==> config.mk <==
export PLATFORM = sky130hd
export DESIGN_NAME = octal_mode_sequencer
export DESIGN_NICKNAME = d
export VERILOG_FILES = /design/src/rtl/oms_pkg.sv /design/src/rtl/oms_poll_cnt.sv /design/src/rtl/oms_cmd_fmt.sv /design/src/rtl/oms_ctrl.sv /design/src/rtl/octal_mode_sequencer.sv
export SDC_FILE = /design/constraint.sdc
export NUM_CORES = 1
export LEC_CHECK = 0
export BUFFER_PORTS_ARGS = -buffer_cell sky130_fd_sc_hd__buf_2
export CAP_MARGIN = 0
export CORE_MARGIN = 2
export CORE_UTILIZATION = 49
export DETAILED_ROUTE_END_ITERATION = 12
export GPL_TIMING_DRIVEN = 1
export PLACE_DENSITY = 0.82
export SLEW_MARGIN = 20
export SYNTH_ARGS = -nofsm -noshare
export SYNTH_HDL_FRONTEND = slang
export SYNTH_SLANG_ARGS = --single-unit
==> constraint.sdc <==
create_clock -name clk_i -period 4.3 [get_ports clk_i]
set_input_delay 0.43 -clock clk_i [delete_from_list [all_inputs] [get_ports clk_i]]
set_output_delay 0.43 -clock clk_i [all_outputs]
set_load 0.05 [all_outputs]
==> src/rtl/oms_pkg.sv <==
package oms_pkg;
  localparam logic [7:0] OPC_WREN = 8'h06;
  localparam logic [7:0] OPC_RDSR = 8'h05;
  localparam logic [7:0] OPC_WCFG = 8'h72;
  localparam logic [7:0] OPC_RCFG = 8'h71;
  localparam logic [31:0] ADDR_RDCFG = 32'h0000_0300;
  localparam logic [31:0] ADDR_MODE  = 32'h0000_0000;
  localparam logic [7:0] VAL_OCT   = 8'h02;
  localparam logic [7:0] VAL_SPI   = 8'h00;
  localparam logic [7:0] VAL_DMY20 = 8'h00;
  localparam int DUMMY_W = 5;
  localparam logic [DUMMY_W-1:0] OCT_DUMMY = 5'd4;

  typedef enum logic [2:0] {
    ST_IDLE, ST_WEN_A, ST_WR_RDCFG, ST_POLL, ST_WEN_B, ST_WR_MODE, ST_RD_MODE
  } oms_state_e;

  typedef enum logic [2:0] {
    STP_WREN, STP_WR_RDCFG, STP_RDSR, STP_WR_MODE, STP_RD_MODE
  } oms_step_e;
endpackage

==> src/rtl/oms_poll_cnt.sv <==
module oms_poll_cnt #(
  parameter int W = 16
) (
  input  logic         clk_i,
  input  logic         rst_ni,
  input  logic         clr_i,
  input  logic         inc_i,
  input  logic [W-1:0] limit_i,
  output logic         last_o
);
  logic [W-1:0] cnt_q;

  always_ff @(posedge clk_i or negedge rst_ni) begin
    if (!rst_ni)    cnt_q <= '0;
    else if (clr_i) cnt_q <= '0;
    else if (inc_i) cnt_q <= cnt_q + 1'b1;
  end

  // reads so far including the current one reach the limit
  assign last_o = ({1'b0, cnt_q} + 1'b1) >= {1'b0, limit_i};


  no_wrap_chk: assert property (@(posedge clk_i) disable iff (!rst_ni)
    inc_i |-> cnt_q != '1);
endmodule

==> src/rtl/oms_cmd_fmt.sv <==
module oms_cmd_fmt import oms_pkg::*; #(
  parameter int ADDR_W = 32
) (
  input  oms_step_e           step_i,
  input  logic                octal_i,
  input  logic                target_i,
  output logic [7:0]          opc_o,
  output logic [7:0]          ext_o,
  output logic [ADDR_W-1:0]   addr_o,
  output logic [2:0]          abytes_o,
  output logic [DUMMY_W-1:0]  dummy_o,
  output logic                rd_o,
  output logic                has_data_o,
  output logic [7:0]          wdata_o
);
  always_comb begin
    opc_o      = OPC_WREN;
    addr_o     = '0;
    abytes_o   = 3'd0;
    dummy_o    = '0;
    rd_o       = 1'b0;
    has_data_o = 1'b0;
    wdata_o    = 8'h00;
    case (step_i)
      STP_WR_RDCFG: begin
        opc_o = OPC_WCFG; abytes_o = 3'd4; addr_o = ADDR_RDCFG[ADDR_W-1:0];
        has_data_o = 1'b1; wdata_o = VAL_DMY20;
      end
      STP_RDSR: begin
        opc_o = OPC_RDSR; rd_o = 1'b1; has_data_o = 1'b1;
        if (octal_i) begin
          abytes_o = 3'd4; dummy_o = OCT_DUMMY;
        end
      end
      STP_WR_MODE: begin
        opc_o = OPC_WCFG; abytes_o = 3'd4; addr_o = ADDR_MODE[ADDR_W-1:0];
        has_data_o = 1'b1; wdata_o = target_i ? VAL_OCT : VAL_SPI;
      end
      STP_RD_MODE: begin
        opc_o = OPC_RCFG; abytes_o = 3'd4; addr_o = ADDR_MODE[ADDR_W-1:0];
        rd_o = 1'b1; has_data_o = 1'b1;
        dummy_o = octal_i ? OCT_DUMMY : '0;
      end
      default: ;
    endcase
    ext_o = octal_i ? ~opc_o : 8'h00;
  end
endmodule

==> src/rtl/oms_ctrl.sv <==
module oms_ctrl import oms_pkg::*; (
  input  logic       clk_i,
  input  logic       rst_ni,
  input  logic       req_i,
  input  logic       req_en_i,
  input  logic       cmd_done_i,
  input  logic [7:0] rdata_i,
  input  logic       poll_last_i,
  output logic       poll_inc_o,
  output logic       poll_clr_o,
  output oms_step_e  step_o,
  output logic       proto_o,
  output logic       target_o,
  output logic       cmd_valid_o,
  output logic       busy_o,
  output logic       done_o,
  output logic       err_o,
  output logic       mode_o
);
  oms_state_e state_q, state_d;
  logic target_q, target_d, mode_q, mode_d, err_q, err_d, done_q, done_d, gap_q;
  logic ack;

  assign cmd_valid_o = (state_q != ST_IDLE) && !gap_q;
  assign ack         = cmd_done_i && cmd_valid_o;

  always_comb begin
    state_d = state_q; target_d = target_q; mode_d = mode_q;
    err_d = err_q; done_d = 1'b0; poll_inc_o = 1'b0; poll_clr_o = 1'b0;
    case (state_q)
      ST_IDLE: if (req_i) begin
        target_d = req_en_i; err_d = 1'b0; poll_clr_o = 1'b1; state_d = ST_WEN_A;
      end
      ST_WEN_A:    if (ack) state_d = target_q ? ST_WR_RDCFG : ST_WR_MODE;
      ST_WR_RDCFG: if (ack) state_d = ST_POLL;
      ST_POLL: if (ack) begin
        if (!rdata_i[0]) state_d = ST_WEN_B;
        else if (poll_last_i) begin
          err_d = 1'b1; done_d = 1'b1; state_d = ST_IDLE;
        end else poll_inc_o = 1'b1;
      end
      ST_WEN_B:   if (ack) state_d = ST_WR_MODE;
      ST_WR_MODE: if (ack) state_d = ST_RD_MODE;
      ST_RD_MODE: if (ack) begin
        done_d = 1'b1; state_d = ST_IDLE;
        if (rdata_i == (target_q ? VAL_OCT : VAL_SPI)) mode_d = target_q;
        else err_d = 1'b1;
      end
      default: state_d = ST_IDLE;
    endcase
  end

  always_ff @(posedge clk_i or negedge rst_ni) begin
    if (!rst_ni) begin
      state_q <= ST_IDLE; target_q <= 1'b0; mode_q <= 1'b0;
      err_q <= 1'b0; done_q <= 1'b0; gap_q <= 1'b0;
    end else begin
      state_q <= state_d; target_q <= target_d; mode_q <= mode_d;
      err_q <= err_d; done_q <= done_d; gap_q <= ack;
    end
  end

  always_comb begin
    case (state_q)
      ST_WR_RDCFG: step_o = STP_WR_RDCFG;
      ST_POLL:     step_o = STP_RDSR;
      ST_WR_MODE:  step_o = STP_WR_MODE;
      ST_RD_MODE:  step_o = STP_RD_MODE;
      default:     step_o = STP_WREN;
    endcase
  end

  // read-back runs in the new protocol, everything else in the current one
  assign proto_o  = (state_q == ST_RD_MODE) ? target_q : mode_q;
  assign target_o = target_q;
  assign busy_o   = state_q != ST_IDLE;
  assign done_o   = done_q;
  assign err_o    = err_q;
  assign mode_o   = mode_q;


  done_pulse_chk: assert property (@(posedge clk_i) disable iff (!rst_ni)
    done_q |=> !done_q);

  err_rise_chk: assert property (@(posedge clk_i) disable iff (!rst_ni)
    $rose(err_q) |-> done_q);

  mode_upd_chk: assert property (@(posedge clk_i) disable iff (!rst_ni)
    !$stable(mode_q) |-> done_q && !err_q);

  wren_first_chk: assert property (@(posedge clk_i) disable iff (!rst_ni)
    ((state_q == ST_WR_RDCFG || state_q == ST_WR_MODE) && !$stable(state_q))
      |-> ($past(state_q) == ST_WEN_A || $past(state_q) == ST_WEN_B));

  gap_chk: assert property (@(posedge clk_i) disable iff (!rst_ni)
    (cmd_done_i && cmd_valid_o) |=> !cmd_valid_o);
endmodule

==> src/rtl/octal_mode_sequencer.sv <==
module octal_mode_sequencer import oms_pkg::*; #(
  parameter int POLL_W = 16,
  parameter int ADDR_W = 32
) (
  input  logic               clk_i,
  input  logic               rst_ni,
  input  logic               req_i,
  input  logic               req_enable_i,
  input  logic [POLL_W-1:0]  poll_limit_i,
  output logic               busy_o,
  output logic               done_o,
  output logic               err_o,
  output logic               octal_mode_o,
  output logic               cmd_valid_o,
  output logic               cmd_proto_o,
  output logic [7:0]         cmd_opcode_o,
  output logic [7:0]         cmd_ext_o,
  output logic [ADDR_W-1:0]  cmd_addr_o,
  output logic [2:0]         cmd_addr_bytes_o,
  output logic [DUMMY_W-1:0] cmd_dummy_o,
  output logic               cmd_read_o,
  output logic               cmd_has_data_o,
  output logic [7:0]         cmd_wdata_o,
  input  logic               cmd_done_i,
  input  logic [7:0]         cmd_rdata_i
);
  oms_step_e step;
  logic proto, target, poll_inc, poll_clr, poll_last;

  oms_ctrl u_ctrl (
    .clk_i, .rst_ni, .req_i, .req_en_i(req_enable_i),
    .cmd_done_i, .rdata_i(cmd_rdata_i), .poll_last_i(poll_last),
    .poll_inc_o(poll_inc), .poll_clr_o(poll_clr), .step_o(step),
    .proto_o(proto), .target_o(target), .cmd_valid_o, .busy_o,
    .done_o, .err_o, .mode_o(octal_mode_o)
  );

  oms_poll_cnt #(.W(POLL_W)) u_poll (
    .clk_i, .rst_ni, .clr_i(poll_clr), .inc_i(poll_inc),
    .limit_i(poll_limit_i), .last_o(poll_last)
  );

  oms_cmd_fmt #(.ADDR_W(ADDR_W)) u_fmt (
    .step_i(step), .octal_i(proto), .target_i(target),
    .opc_o(cmd_opcode_o), .ext_o(cmd_ext_o), .addr_o(cmd_addr_o),
    .abytes_o(cmd_addr_bytes_o), .dummy_o(cmd_dummy_o), .rd_o(cmd_read_o),
    .has_data_o(cmd_has_data_o), .wdata_o(cmd_wdata_o)
  );

  assign cmd_proto_o = proto;
endmodule

==> impl_metrics.yaml <==
clock_network:
  clk_pin_slew_ns: 0.08
  clk_latency_ns: 0.27
  cts_tree: "done"
  hold_buffers: 0
  post_cts_resized: 0
  cts_made_buffers: 3
  ctsRootBufferMaster: "clkbuf_8"
  post_cts_buffers: 0
  cts.sinks: 24
  clockBufferDepth: 2
  htreeDepth: 1
drt:
  drt_pass1_iterations: 4
  routed_wl_um: 4630
  wl_per_cell_um: 11.2
  num_vias: 2008
  via_per_inst: 4.87
  drt_iter0_markers: 98
  drc: 0
  ant_nets: 0
sta:
  period_share: 0.820
  whs_ns: 0.136
  layout_min_cycle_time_ns: 3.53
  rsz0062_at_grt: "false"
  tightestPinTransition_ns: 0.657
  worst_slack_ns: 0.775
  max_freq_mhz: 284
  maxSlewViolCount: 0
  fin_skew_ns: 0.00531
  setup_tns_ns: 0
  slew_headroom: 0.559
  finalSetupViolCount: 0
  final-hold-violation-count: 0
floorplan:
  dieArea_sq_um: 5450
  rows: 25
  io_pins: 101
  die_w_um: 73.8
  coreArea_sq_um: 4720
  die_h_um: 73.8
  start_util: 0.506
pwr:
  power_mw: 1.25
  p_sw_mw: 0.740
  powerDensity_nw_per_um2: 499
  vdd_drop_max_uv: 402
  clockPowerShare: 0.106
  p_int_mw: 0.514
  p_leak_nw: 1.54
  comb_power_share: 0.623
  seqPwrFrac: 0.271
  swShare: 0.590
grt:
  gr-total-overflow: 0
  grt_pass1_vias: 1760
  grt_max_degree: 25
  grt_first_pass_wirelength_um: 7830
  grt_usage: 0.181
  antenna_found_initial: 0
yosys:
  synth_area_leader_cell: "dfrtp_1"
  ys_top_cells_by_area: "dfrtp_1 25%, buf_4 17%, ha_1 8.9%"
  yosysSeqAreaShare: 0.251
  syn-mean-instance-area_sq_um: 7.86
  ys_seq_elements: 24
  synth_cell_types: 45
  yosysMostFrequentCell: "buf_4"
  synth_top_area_share: 0.251
  synth_flop_cell: "dfrtp_1"
  synthTopCellsByCount: "53 x buf_4, 27 x nand2_1, 24 x dfrtp_1"
  ys_warn_count: 0
  synth_enable_flop_cells: 0
  async_flop_share: 1.00
  syn_area_sq_um: 2390
  syn_inst: 304
placement:
  io_buffers: 55
  dp_slack_ns: 0.768
  gp_congestion: 0.904
  dp.final_hpwl_um: 3820
hold_path:
  worstHoldPathType: "in2async"
critical_path:
  r2r_cells: 13
  crit_path_start_kind: "flip-flop"
  crit_type: "reg2reg"
  critPathMaxFanout: 10
  worstPathRequired_ns: 4.47
  crit_slowest_cell: "or3_1"
  cp.arrival_ns: 3.69
  worst-path-buf-inv: 0
  cp_top_family: "simple AND/OR/NAND/NOR gates"
  cp_cell_sequence: "ha_1, nand3_2, nor3_1, and3_1, nor2_1, or2_2, ha_1, a21o_1, a221oi_2, nand2_2, or3_1, and2_4, a21o_1"
  cp-end-kind: "flip-flop"
  cp.depth: 13
  critPathMaxStageDelay_ns: 0.52
flow_run:
  maxCapViolCount: 0
cells_and_area:
  finalNetCount: 393
  area_growth_pct: 5.13
  diodes: 0
  drive_gt1_frac: 0.229
  fillers: 446
status:
  status: "finished clean"
## power groups by stage
stage / sequential, mW / combinational (mW) / clock (mW)
5_1_grt: 0.350 / 0.839 / 0.147
3_5_place_dp: 0.343 / 0.781 / 0
2_1_floorplan: 0.309 / 0.742 / 0
3_3_place_gp: 0.341 / 0.775 / 0
6_report: 0.339 / 0.781 / 0.133
4_1_cts: 0.338 / 0.784 / 0.136
## layer usage
| layer | routed length, um | part of all wire | track usage | vias to the layer above |
|---|---|---|---|---|
| li1 | - | - | - | 1015 |
| met1 | 2020 | 0.44 | 0.243 | 913 |
| met2 | 2280 | 0.49 | 0.306 | 74 |
| met3 | 277 | 0.060 | 0.0357 | 6 |
| met4 | 43 | 0.0093 | 0.0323 | 0 |
| met5 | 0 | 0 | 0 | - |
## layout make-up
type                            instances  area, sq um  area share
Timing Repair Buffer                   55          275       0.110
Multi-Input combinational cell        240         1420       0.567
Sequential cell                        24          601       0.239
Inverter                               23         86.3      0.0344
Clock buffer                            3         41.3      0.0164
Tap cell                               67         83.8      0.0334
## final timing paths
| kind | startpoint | slack [ns] | end |
|---|---|---|---|
| max | u_poll.cnt_q[0]$_DFFE_PN0P_ | 0.77 | u_poll.cnt_q[9]$_DFFE_PN0P_ |
| min reg2reg | u_ctrl.err_o$_DFFE_PN0P_ | 0.51 | u_ctrl.err_o$_DFFE_PN0P_ |
| max in group asynchronous | rst_ni | 3.80 | u_ctrl.state_q[1]$_DFFE_PN0P_ |
| max reg2reg | u_poll.cnt_q[0]$_DFFE_PN0P_ | 0.77 | u_poll.cnt_q[9]$_DFFE_PN0P_ |
| min | rst_ni | 0.14 | u_poll.cnt_q[4]$_DFFE_PN0P_ |
| min in group clk_i | req_enable_i | 0.39 | u_ctrl.target_o$_DFFE_PN0P_ |
## layout by cell type (no fill, tap or decap), drive strengths merged, types with 7 or more instances in the layout
cell	n
buf	55
conb	45
nand2	28
dfrtp	24
inv	23
nor2	23
ha	17
a21oi	16
a21o	13
o21ai	11
nand3	9
nand4	7
and3	7
## logic make-up after synthesis
| logic type | synth area share |
|---|---|
| AND/OR/NAND/NOR | 0.242 |
| buffers and inverters | 0.222 |
| AO/OA/AOI/OAI | 0.147 |
| flip-flops | 0.251 |
| adder cells (fa/ha/maj) | 0.0891 |
| XOR/XNOR | 0.0293 |
| multiplexers | 0.0178 |
| other | 0.00157 |
## through the flow
step / util / cell area, sq um / instances
6_report: 0.532 / 2510 / 412
5_1_grt: 0.532 / 2510 / 412
4_1_cts: 0.532 / 2510 / 412
3_5_place_dp: 0.523 / 2470 / 409
3_3_place_gp: 0.523 / 2470 / 409
2_1_floorplan: - / 2550 / 348
## registers in the layout, indices dropped and copies added, names as in the netlist
name / count
u_ctrl.done_o: 1
u_ctrl.err_o: 1
u_ctrl.gap_q: 1
u_ctrl.mode_o: 1
u_ctrl.state_q: 3
u_ctrl.target_o: 1
u_poll.cnt_q: 16
(Power assumes the default switching activity.)
